$ cat config.mk
export PLATFORM = sky130hd
export DESIGN_NAME = cursor_overlay
export DESIGN_NICKNAME = d
export VERILOG_FILES = /design/src/rtl/cursor_pkg.sv /design/src/rtl/cursor_regs.sv /design/src/rtl/cursor_fetch.sv /design/src/rtl/cursor_blend.sv /design/src/rtl/cursor_overlay.sv
export SDC_FILE = /design/constraint.sdc
export NUM_CORES = 1
export LEC_CHECK = 0
export BUFFER_PORTS_ARGS = -buffer_cell sky130_fd_sc_hd__buf_2
export CAP_MARGIN = 10
export CORE_AREA = 2 2 116 203
export CTS_BUF_LIST = sky130_fd_sc_hd__clkbuf_16
export CTS_CLUSTER_DIAMETER = 40
export DETAILED_ROUTE_END_ITERATION = 16
export DIE_AREA = 0 0 118 205
export GPL_ROUTABILITY_DRIVEN = 1
export SYNTH_ARGS = -nofsm -noshare
export SYNTH_HDL_FRONTEND = slang
export SYNTH_SLANG_ARGS = --single-unit
export TNS_END_PERCENT = 20
$ cat constraint.sdc
create_clock -name clk -period 9.6 [get_ports clk]
set_clock_uncertainty 0.15 [all_clocks]
set_input_delay 0.96 -clock clk [delete_from_list [all_inputs] [get_ports clk]]
set_output_delay 0.96 -clock clk [all_outputs]
set_load 0.005 [all_outputs]
$ cat src/rtl/cursor_pkg.sv
// Shared constants and the register select encoding for the cursor overlay.
// Assumes the image format is fixed at 16x16 pixels with 16-byte rows.
package cursor_pkg;
    localparam int CUR_DIM  = 16;             // pointer width and height
    localparam int ROW_SH   = 4;              // log2 of bytes per image row
    localparam int KB_W     = 13;             // width of the base, in KB units
    localparam int ADDR_W   = KB_W + 10;      // byte address width
    localparam int PIX_W    = 24;             // pixel and colour width

    typedef enum logic [2:0] {
        SEL_CTRL = 3'd0,
        SEL_BASE = 3'd1,
        SEL_POSX = 3'd2,
        SEL_POSY = 3'd3,
        SEL_FG   = 3'd4,
        SEL_BG   = 3'd5
    } reg_sel_e;
endpackage

$ cat src/rtl/cursor_regs.sv
// Register file of the cursor overlay. Holds the enable bit, the image base
// (decoded out of its shuffled layout), both colours and the position.
// Position writes are shadowed and copied to the live values at frame start.
// Assumes reg_wdata is at least as wide as every field.
module cursor_regs
    import cursor_pkg::*;
#(
    parameter int COORD_W = 12
) (
    input  logic               clk,
    input  logic               rst_n,
    input  logic               reg_we,
    input  logic [2:0]         reg_addr,
    input  logic [PIX_W-1:0]   reg_wdata,
    input  logic               frame_start,
    output logic               cur_en,
    output logic [KB_W-1:0]    base_kb,
    output logic [COORD_W-1:0] pos_x,
    output logic [COORD_W-1:0] pos_y,
    output logic [PIX_W-1:0]   col_fg,
    output logic [PIX_W-1:0]   col_bg
);
    logic [KB_W-1:0]    base_raw;
    logic [COORD_W-1:0] shadow_x;
    logic [COORD_W-1:0] shadow_y;

    // Un-shuffle the stored base: low nibble of the KB index sits in 11:8
    assign base_kb = {base_raw[12], base_raw[7:0], base_raw[11:8]};

    // Accept register writes and copy the position at frame start
    always_ff @(posedge clk) begin
        if (!rst_n) begin
            cur_en   <= 1'b0;
            base_raw <= '0;
            shadow_x <= '0;
            shadow_y <= '0;
            pos_x    <= '0;
            pos_y    <= '0;
            col_fg   <= {PIX_W{1'b1}};
            col_bg   <= '0;
        end else begin
            if (reg_we) begin
                case (reg_sel_e'(reg_addr))
                    SEL_CTRL: cur_en   <= reg_wdata[0];
                    SEL_BASE: base_raw <= reg_wdata[KB_W-1:0];
                    SEL_POSX: shadow_x <= reg_wdata[COORD_W-1:0];
                    SEL_POSY: shadow_y <= reg_wdata[COORD_W-1:0];
                    SEL_FG:   col_fg   <= reg_wdata;
                    SEL_BG:   col_bg   <= reg_wdata;
                    default:  ;
                endcase
            end
            if (frame_start) begin
                pos_x <= shadow_x;
                pos_y <= shadow_y;
            end
        end
    end


    pos_hold_chk: assert property (@(posedge clk) disable iff (!rst_n)
        !frame_start |=> ($stable(pos_x) && $stable(pos_y)));
endmodule

$ cat src/rtl/cursor_fetch.sv
// Row fetcher and one-row buffer. At the rising edge of the horizontal
// blank it decides whether the coming line crosses the pointer and, if so,
// requests that image row. The request is visible only during the blank; a
// read that has not completed by the end of the blank is dropped.
// Assumes beam_y already names the coming line when the blank begins, and
// that fetch_ack is raised only while fetch_req is high.
module cursor_fetch
    import cursor_pkg::*;
#(
    parameter int COORD_W = 12
) (
    input  logic               clk,
    input  logic               rst_n,
    input  logic               cur_en,
    input  logic [KB_W-1:0]    base_kb,
    input  logic [COORD_W-1:0] pos_y,
    input  logic [COORD_W-1:0] beam_y,
    input  logic               hblank,
    input  logic               fetch_ack,
    input  logic [31:0]        fetch_data,
    output logic               fetch_req,
    output logic [ADDR_W-1:0]  fetch_addr,
    output logic [CUR_DIM-1:0] row_xor,
    output logic [CUR_DIM-1:0] row_and,
    output logic               row_valid
);
    localparam int ROW_IW = $clog2(CUR_DIM);

    logic               hblank_q;
    logic               req_q;
    logic [COORD_W-1:0] row_off;
    logic               on_cursor;

    assign row_off   = beam_y - pos_y;
    assign on_cursor = cur_en && (row_off < COORD_W'(CUR_DIM));
    assign fetch_req = req_q && hblank;

    // Start a read at blank entry, capture its data, drop it at blank exit
    always_ff @(posedge clk) begin
        if (!rst_n) begin
            hblank_q   <= 1'b0;
            req_q      <= 1'b0;
            fetch_addr <= '0;
            row_xor    <= '0;
            row_and    <= '0;
            row_valid  <= 1'b0;
        end else begin
            hblank_q <= hblank;
            if (hblank && !hblank_q) begin
                row_valid  <= 1'b0;
                req_q      <= on_cursor;
                fetch_addr <= {base_kb, {(10-ROW_IW-ROW_SH){1'b0}},
                               row_off[ROW_IW-1:0], {ROW_SH{1'b0}}};
            end else if (fetch_req && fetch_ack) begin
                row_xor   <= {fetch_data[7:0],   fetch_data[15:8]};
                row_and   <= {fetch_data[23:16], fetch_data[31:24]};
                row_valid <= 1'b1;
                req_q     <= 1'b0;
            end else if (!hblank) begin
                req_q <= 1'b0;
            end
        end
    end


    one_read_chk: assert property (@(posedge clk) disable iff (!rst_n)
        (fetch_req && fetch_ack && hblank) |=> !fetch_req);


    row_align_chk: assert property (@(posedge clk) disable iff (!rst_n)
        $rose(fetch_req) |-> (fetch_addr[9:8] == 2'b00 && fetch_addr[3:0] == 4'h0));


    late_drop_chk: assert property (@(posedge clk) disable iff (!rst_n)
        (req_q && !hblank) |=> !req_q);
endmodule

$ cat src/rtl/cursor_blend.sv
// Per-pixel mixer. Decides whether the beam lies inside the pointer window
// on a line with a buffered row, picks the two plane bits for the column and
// registers the mixed pixel. Assumes byte 0/8 hold the left eight columns
// with the most significant bit leftmost.
module cursor_blend
    import cursor_pkg::*;
#(
    parameter int COORD_W = 12
) (
    input  logic               clk,
    input  logic               rst_n,
    input  logic               cur_en,
    input  logic [COORD_W-1:0] pos_x,
    input  logic [COORD_W-1:0] beam_x,
    input  logic               hblank,
    input  logic               row_valid,
    input  logic [CUR_DIM-1:0] row_xor,
    input  logic [CUR_DIM-1:0] row_and,
    input  logic [PIX_W-1:0]   col_fg,
    input  logic [PIX_W-1:0]   col_bg,
    input  logic [PIX_W-1:0]   pix_in,
    output logic [PIX_W-1:0]   pix_out
);
    localparam int COL_IW = $clog2(CUR_DIM);

    logic [COORD_W-1:0] col;
    logic [COL_IW-1:0]  bit_idx;
    logic               hit;
    logic [PIX_W-1:0]   mixed;

    assign col     = beam_x - pos_x;
    assign bit_idx = ~col[COL_IW-1:0];
    assign hit     = cur_en && row_valid && !hblank && (col < COORD_W'(CUR_DIM));

    // Apply the two-plane rule to the current pixel
    always_comb begin
        mixed = pix_in;
        if (hit) begin
            case ({row_and[bit_idx], row_xor[bit_idx]})
                2'b00:   mixed = pix_in;
                2'b01:   mixed = ~pix_in;
                2'b10:   mixed = col_bg;
                default: mixed = col_fg;
            endcase
        end
    end

    // Register the outgoing pixel
    always_ff @(posedge clk) begin
        if (!rst_n) pix_out <= '0;
        else        pix_out <= mixed;
    end


    hidden_pass_chk: assert property (@(posedge clk) disable iff (!rst_n)
        !cur_en |=> (pix_out == $past(pix_in)));


    blank_pass_chk: assert property (@(posedge clk) disable iff (!rst_n)
        hblank |=> (pix_out == $past(pix_in)));
endmodule

$ cat src/rtl/cursor_overlay.sv
// Top of the two-plane cursor overlay: register file, row fetcher and
// pixel mixer. Assumes the timing source moves beam_y to the coming line
// when that line's leading blank starts.
module cursor_overlay
    import cursor_pkg::*;
#(
    parameter int COORD_W = 12
) (
    input  logic                  clk,
    input  logic                  rst_n,
    input  logic                  reg_we,
    input  logic [2:0]            reg_addr,
    input  logic [23:0]           reg_wdata,
    input  logic                  frame_start,
    input  logic                  hblank,
    input  logic [COORD_W-1:0]    beam_x,
    input  logic [COORD_W-1:0]    beam_y,
    input  logic [23:0]           pix_in,
    output logic [23:0]           pix_out,
    output logic                  fetch_req,
    output logic [22:0]           fetch_addr,
    input  logic                  fetch_ack,
    input  logic [31:0]           fetch_data
);
    logic               cur_en;
    logic [KB_W-1:0]    base_kb;
    logic [COORD_W-1:0] pos_x;
    logic [COORD_W-1:0] pos_y;
    logic [PIX_W-1:0]   col_fg;
    logic [PIX_W-1:0]   col_bg;
    logic [CUR_DIM-1:0] row_xor;
    logic [CUR_DIM-1:0] row_and;
    logic               row_valid;

    cursor_regs #(.COORD_W(COORD_W)) u_regs (
        .clk(clk), .rst_n(rst_n), .reg_we(reg_we), .reg_addr(reg_addr),
        .reg_wdata(reg_wdata), .frame_start(frame_start), .cur_en(cur_en),
        .base_kb(base_kb), .pos_x(pos_x), .pos_y(pos_y),
        .col_fg(col_fg), .col_bg(col_bg)
    );

    cursor_fetch #(.COORD_W(COORD_W)) u_fetch (
        .clk(clk), .rst_n(rst_n), .cur_en(cur_en), .base_kb(base_kb),
        .pos_y(pos_y), .beam_y(beam_y), .hblank(hblank),
        .fetch_ack(fetch_ack), .fetch_data(fetch_data),
        .fetch_req(fetch_req), .fetch_addr(fetch_addr),
        .row_xor(row_xor), .row_and(row_and), .row_valid(row_valid)
    );

    cursor_blend #(.COORD_W(COORD_W)) u_blend (
        .clk(clk), .rst_n(rst_n), .cur_en(cur_en), .pos_x(pos_x),
        .beam_x(beam_x), .hblank(hblank), .row_valid(row_valid),
        .row_xor(row_xor), .row_and(row_and), .col_fg(col_fg),
        .col_bg(col_bg), .pix_in(pix_in), .pix_out(pix_out)
    );


    reset_quiet_chk: assert property (@(posedge clk)
        !rst_n |=> (pix_out == '0 && !fetch_req));
endmodule

Word level (Yosys, flattened, before mapping)
Index checks and enable logic that the tools add are counted.
{"block": "op_classes", "n_addsub": 2, "magnitude_cmp": 3, "n_eq_ne": 8, "mux": 9, "n_bitwise": 4, "n_reduce_logical": 19}
{"operator": "$pmux 24 s3", "count": 1}
{"operator": "$lt 12x5->1 const B", "count": 2}
{"operator": "$mux 24", "count": 1}
{"operator": "$not 24->24", "count": 1}
{"operator": "$sub 12x12->12", "count": 2}
{"operator": "$reduce_and 2->1", "count": 7}
{"operator": "$bmux 1 s4", "count": 2}
{"operator": "$logic_and 1x1->1", "count": 7}
{"operator": "$eq 3x2->1 const B", "count": 2}
{"operator": "$eq 3x3->1 const B", "count": 2}
{"operator": "$lt 4x5->1 const B", "count": 1}
{"operator": "$mux 1", "count": 5}
{"operator": "$not 4->4", "count": 1}
{"operator": "$eq 3x1->1 const B", "count": 1}
{"operator": "$logic_not 3->1", "count": 1}
{"operator": "$ne 3x1->1 const B", "count": 1}
{"operator": "$eq 2x1->1 const B", "count": 1}
{"operator": "$eq 2x2->1 const B", "count": 1}
{"operator": "$logic_not 1->1", "count": 2}
{"operator": "$logic_not 2->1", "count": 1}
{"operator": "$not 1->1", "count": 2}
{"operator": "$reduce_or 2->1", "count": 1}
{"block": "totals", "register_bits": 186, "in_bits": 113}

Depth between registers and ports, before layout
{"block": "depth", "ltp_word": 7, "ltp_mapped": 13, "depth_no_buf": 12}

Hierarchy
Synthesis repeated with hierarchy kept, for this count alone.
{"block": "unflattened", "hier_cells": 984, "area_unflattened_um2": 9541.7}
{"mod": "cursor_regs", "instances": 1, "cells_each": 414, "area_per_inst_um2": 4341.7}
{"mod": "cursor_blend", "instances": 1, "cells_each": 277, "area_per_inst_um2": 2722.6}
{"mod": "cursor_fetch", "instances": 1, "cells_each": 293, "area_per_inst_um2": 2477.4}

Least setup slack after synthesis
No wires, ideal clock.
{"block": "synth_path", "path_kind": "in2reg", "startpoint": "in beam_x[0]", "endpoint": "reg u_blend.pix_out[14]", "arrival_time_ns": 3.541, "t_required_ns": 9.334, "slack_ns": 5.793, "stages": 13, "path_buffers": 3, "cell_sequence": "inv_1 -> ha_1 -> inv_1 -> fa_1 -> buf_2 -> mux4_2 -> mux4_2 -> buf_6 -> buf_4 -> xnor2_1 -> mux2i_1 -> mux2i_1 -> nor2b_1"}
{"block": "synth_between", "elab_chain_len": 7, "elab_cells_between_ends": 13}
{"element": "start, declared", "line": "cursor_overlay.sv:16", "source": "input logic [COORD_W-1:0] beam_x,"}
{"element": "$sub 12x12->12 *", "line": "cursor_blend.sv:31", "source": "assign col = beam_x - pos_x;"}
{"element": "$not 4->4", "line": "cursor_blend.sv:32", "source": "assign bit_idx = ~col[COL_IW-1:0];"}
{"element": "$bmux 1 s4", "line": "cursor_blend.sv:39", "source": "case ({row_and[bit_idx], row_xor[bit_idx]})"}
{"element": "$mux 1 (implied by the code)", "line": "cursor_blend.sv:39"}
{"element": "$eq 2x2->1 (tied with other cells)", "line": "cursor_blend.sv:39"}
{"element": "$pmux 24 s3", "line": "cursor_blend.sv:39"}
{"element": "$mux 24 *", "line": "cursor_blend.sv:38", "source": "if (hit) begin"}
{"element": "end signal, assigned", "line": "cursor_blend.sv:51", "source": "else pix_out <= mixed;"}
{"element": "end, declared", "line": "cursor_blend.sv:22", "source": "output logic [PIX_W-1:0] pix_out"}
Mark *: on every way between the ends. The rest lies on a longest branch, timed or not. The select of a mux whose other input is x is not followed.
A chain may end at the register's enable or synchronous reset.

Final worst setup path
{"block": "layout_path", "startpoint": "in beam_x[0]", "endpoint": "reg u_blend.pix_out[17]"}
The elaborated chain is that of the path after synthesis.

==> summary.md <==
| Metric | Value |
|---|---|
| Outcome | `finished, final reports clean` |
| Hold_buf cts | `0` |
| Pwr dens | `156 nW/um2` |
| Cell taking the most area after synthesis | `dfxtp_1` |
| Initial Util | `39.5%` |
| Area Overhead vs Synth | `16.0%` |
| Final period util | `41.9%` |
| Area contributors post-synth | `dfxtp_1 (42%), nand2_1 (12%), mux2i_1 (10%), a21boi_0 (9.2%), nor2b_1 (3.7%)` |
| Overall Global Routing Usage | `18.1%` |
| Crit path max-delay family | `multiplexers` |
| DIE HEIGHT | `205 um` |
| Synth warnings | `0` |
| Post-Syn Instances | `1022` |
| Core area | `22600 um2` |
| Worst path bufs/invs | `3` |
| Die area | `24200 um2` |
| Slew margin rel. | `27.6%` |
| First-pass GRT wire length | `34.8 mm` |
| Commonest non-fill, non-tap cells in the layout | `nand2_1 (274), dfxtp_1 (186), buf_2 (153)` |
| Hold Vio Cnt, Final | `0` |
| Post-synthesis sequential area ratio | `41.8%` |
| Yosys reg bits | `186` |
| Htree depth | `4` |
| Post-CTS Resized | `0` |
| Yosys top cell area share | `41.8%` |
| Kind of critical path | `in2reg` |
| Crit path launch type | `primary input` |
| Crit path required time | `9810 ps` |
| Commonest non-fill, non-tap cell in the layout | `nand2_1` |
| Design area | `10300 um2` |
| Reg clk slew, reported paths | `70 ps` |
| Port bufs | `154` |
| Mapped cell area | `8910 um2` |
| Main synth FF type | `dfxtp_1` |
| DRC viols | `0` |
| CTS tree | `yes` |
| Vias per Instance | `4.81` |
| I/O pin count | `161` |
| Row Count | `73` |
| Async set-reset flop share out of synthesis | `0%` |
| Layout fillers | `2308` |
| Antenna viol nets, final | `0` |
| Clk_lat worst skew | `430 ps` |
| Unrepaired setup endpoints after global routing | `false` |
| # clock sinks | `186` |
| GPL Wtd Cong | `0.771` |
| GRT overflow | `0` |
| Hpwl dp | `15.5 mm` |
| Worst VDD drop | `0.000106 V` |
| Cell Area, Placed | `9770 um2` |
| EDFF count, synth | `0` |
| Total Nets Final | `1271` |
| Slowest CP cell | `mux4_2` |
| Crit. End Element | `flop` |
| Fin crit period | `4030 ps` |
| Antenna violations before repair | `2` |
| CP peak stage delay | `810 ps` |
| Synth unique cells | `51` |
| Leakage Power | `4.09 nW` |
| Layout cells sized above 1 | `17.9%` |
| Slew @ Worst Pin | `1080 ps` |
| Clk buf depth | `2` |
| Fmax | `0.248 GHz` |
| Final wirelength | `21.4 mm` |
| Max cap viols | `0` |
| Setup Total Neg Slack | `0 ps` |
| Vias in the first global route | `6960` |
| Arrival time at the worst endpoint | `4240 ps` |
| Initial DRC count | `369` |
| Worst Hold Class | `reg2reg` |
| Setup violations, final | `0` |
| CP Cell Sequence | `buf_2 > inv_1 > ha_1 > inv_1 > fa_1 > mux4_2 > mux4_2 > nor2b_1 > a22oi_1 > or2_1 > a21boi_1` |
| CTS root buf | `clkbuf_16` |
| TritonCTS buffer count | `17` |
| Pin count of the biggest net entering global routing | `112` |
| Drt pass-1 iters | `4` |
| Die width | `118 um` |
| Avg Inst Size Synth | `8.72 um2` |
| Postcts setup bufs | `0` |
| CP Max Fanout | `26` |
| Final Max Slew Viols | `0` |
| Wire per inst | `14.7 um` |
| Power Total | `1.61 mW` |
| Via count | `6976` |
[per-layer routing]
layer | vias up | share of wire [%] | track usage (%)
met5 | - | 0.061 | 0
li1 | 3610 | - | -
met3 | 23 | 4.1 | 3.51
met4 | 2 | 1.4 | 5.72
met1 | 3208 | 41 | 20.1
met2 | 133 | 53 | 34.4
[synth_stat cells (3+ instances only)]
cell type	n
nand2_1	274
dfxtp_1	186
a21boi_0	109
mux2i_1	91
nor2b_1	52
clkbuf_1	51
inv_1	31
nand3_1	31
xnor2_1	29
ha_1	22
o21ai_0	19
nor2_1	17
a21oi_1	11
mux4_2	10
buf_4	8
nor3_1	7
nand2b_1	6
buf_2	5
buf_6	5
and3_1	4
xor2_1	4
a211oi_1	3
and2_1	3
mux2_2	3
or2_2	3
[final cells by class]
type	count	area, um2	share of cell area, %
clock buffers	17	425	4.11
well taps	300	375	3.63
diodes	2	5.00	0.0484
multi-input cells	740	4760	46.0
clock inverters	15	125	1.21
inverters	31	116	1.13
flip-flops and latches	186	3720	36.0
repair buffers	158	811	7.84
[path summary, 6_finish.rpt]
check / from / to / slack (ps) / depth (start not counted)
max: beam_x[0] / u_blend.pix_out[17] / 5570 / 11
min: u_regs.base_raw[2] / u_fetch.fetch_addr[16] / 310 / 2
max reg2reg: u_regs.pos_x[0] / u_blend.pix_out[17] / 5870 / 9
min reg2reg: u_regs.base_raw[2] / u_fetch.fetch_addr[16] / 310 / 2
[stage by stage]
stage                     utilization (%)  cells  setup WS (ps)  hold slack (ps)
after global routing                 45.8   1448           5400              335
final                                45.8   1449           5570              312
after floorplan                         -   1027           5790              285
after global placement               43.3   1414           5170              298
after CTS                            45.7   1446           5550              316
after detailed placement             43.3   1414           5110              305
[power by group]
part	leakage (nW)	total (mW)	internal, mW	switching (mW)
clock	0.272	0.665	0.357	0.308
sequential	1.51	0.796	0.789	0.00775
combinational	2.31	0.149	0.0685	0.0808
total	4.09	1.61	1.21	0.397
[worst reg2reg max path: stages (launching register included)]
cell      delay, ps
dfxtp_1         360
ha_1            170
inv_1            50
fa_1            760
mux4_2          560
mux4_2          810
nor2b_1         290
a22oi_1         110
or2_1           250
a21boi_1        140
[cell families after synthesis]
group           share of synthesized area [%]
mux                                      13.1
compound gates                           13.0
fa+ha+maj                                3.54
buf+inv                                  5.08
xor+xnor                                 3.24
simple gates                             20.2
flops                                    41.8
other cells                            0.0421
[sequential cells by signal (all words and copies together), names as in the netlist]
register and count:
u_regs.pos_y 12, u_regs.shadow_x 12, u_fetch.req_q 1, u_regs.col_fg 24, u_fetch.fetch_addr 17, u_regs.cur_en 1, u_fetch.hblank_q 1, u_fetch.row_xor 16
u_fetch.row_and 16, u_regs.base_raw 13, u_fetch.row_valid 1, u_regs.pos_x 12, u_regs.col_bg 24, u_regs.shadow_y 12, u_blend.pix_out 24
Power figures use the tool's default switching activity.
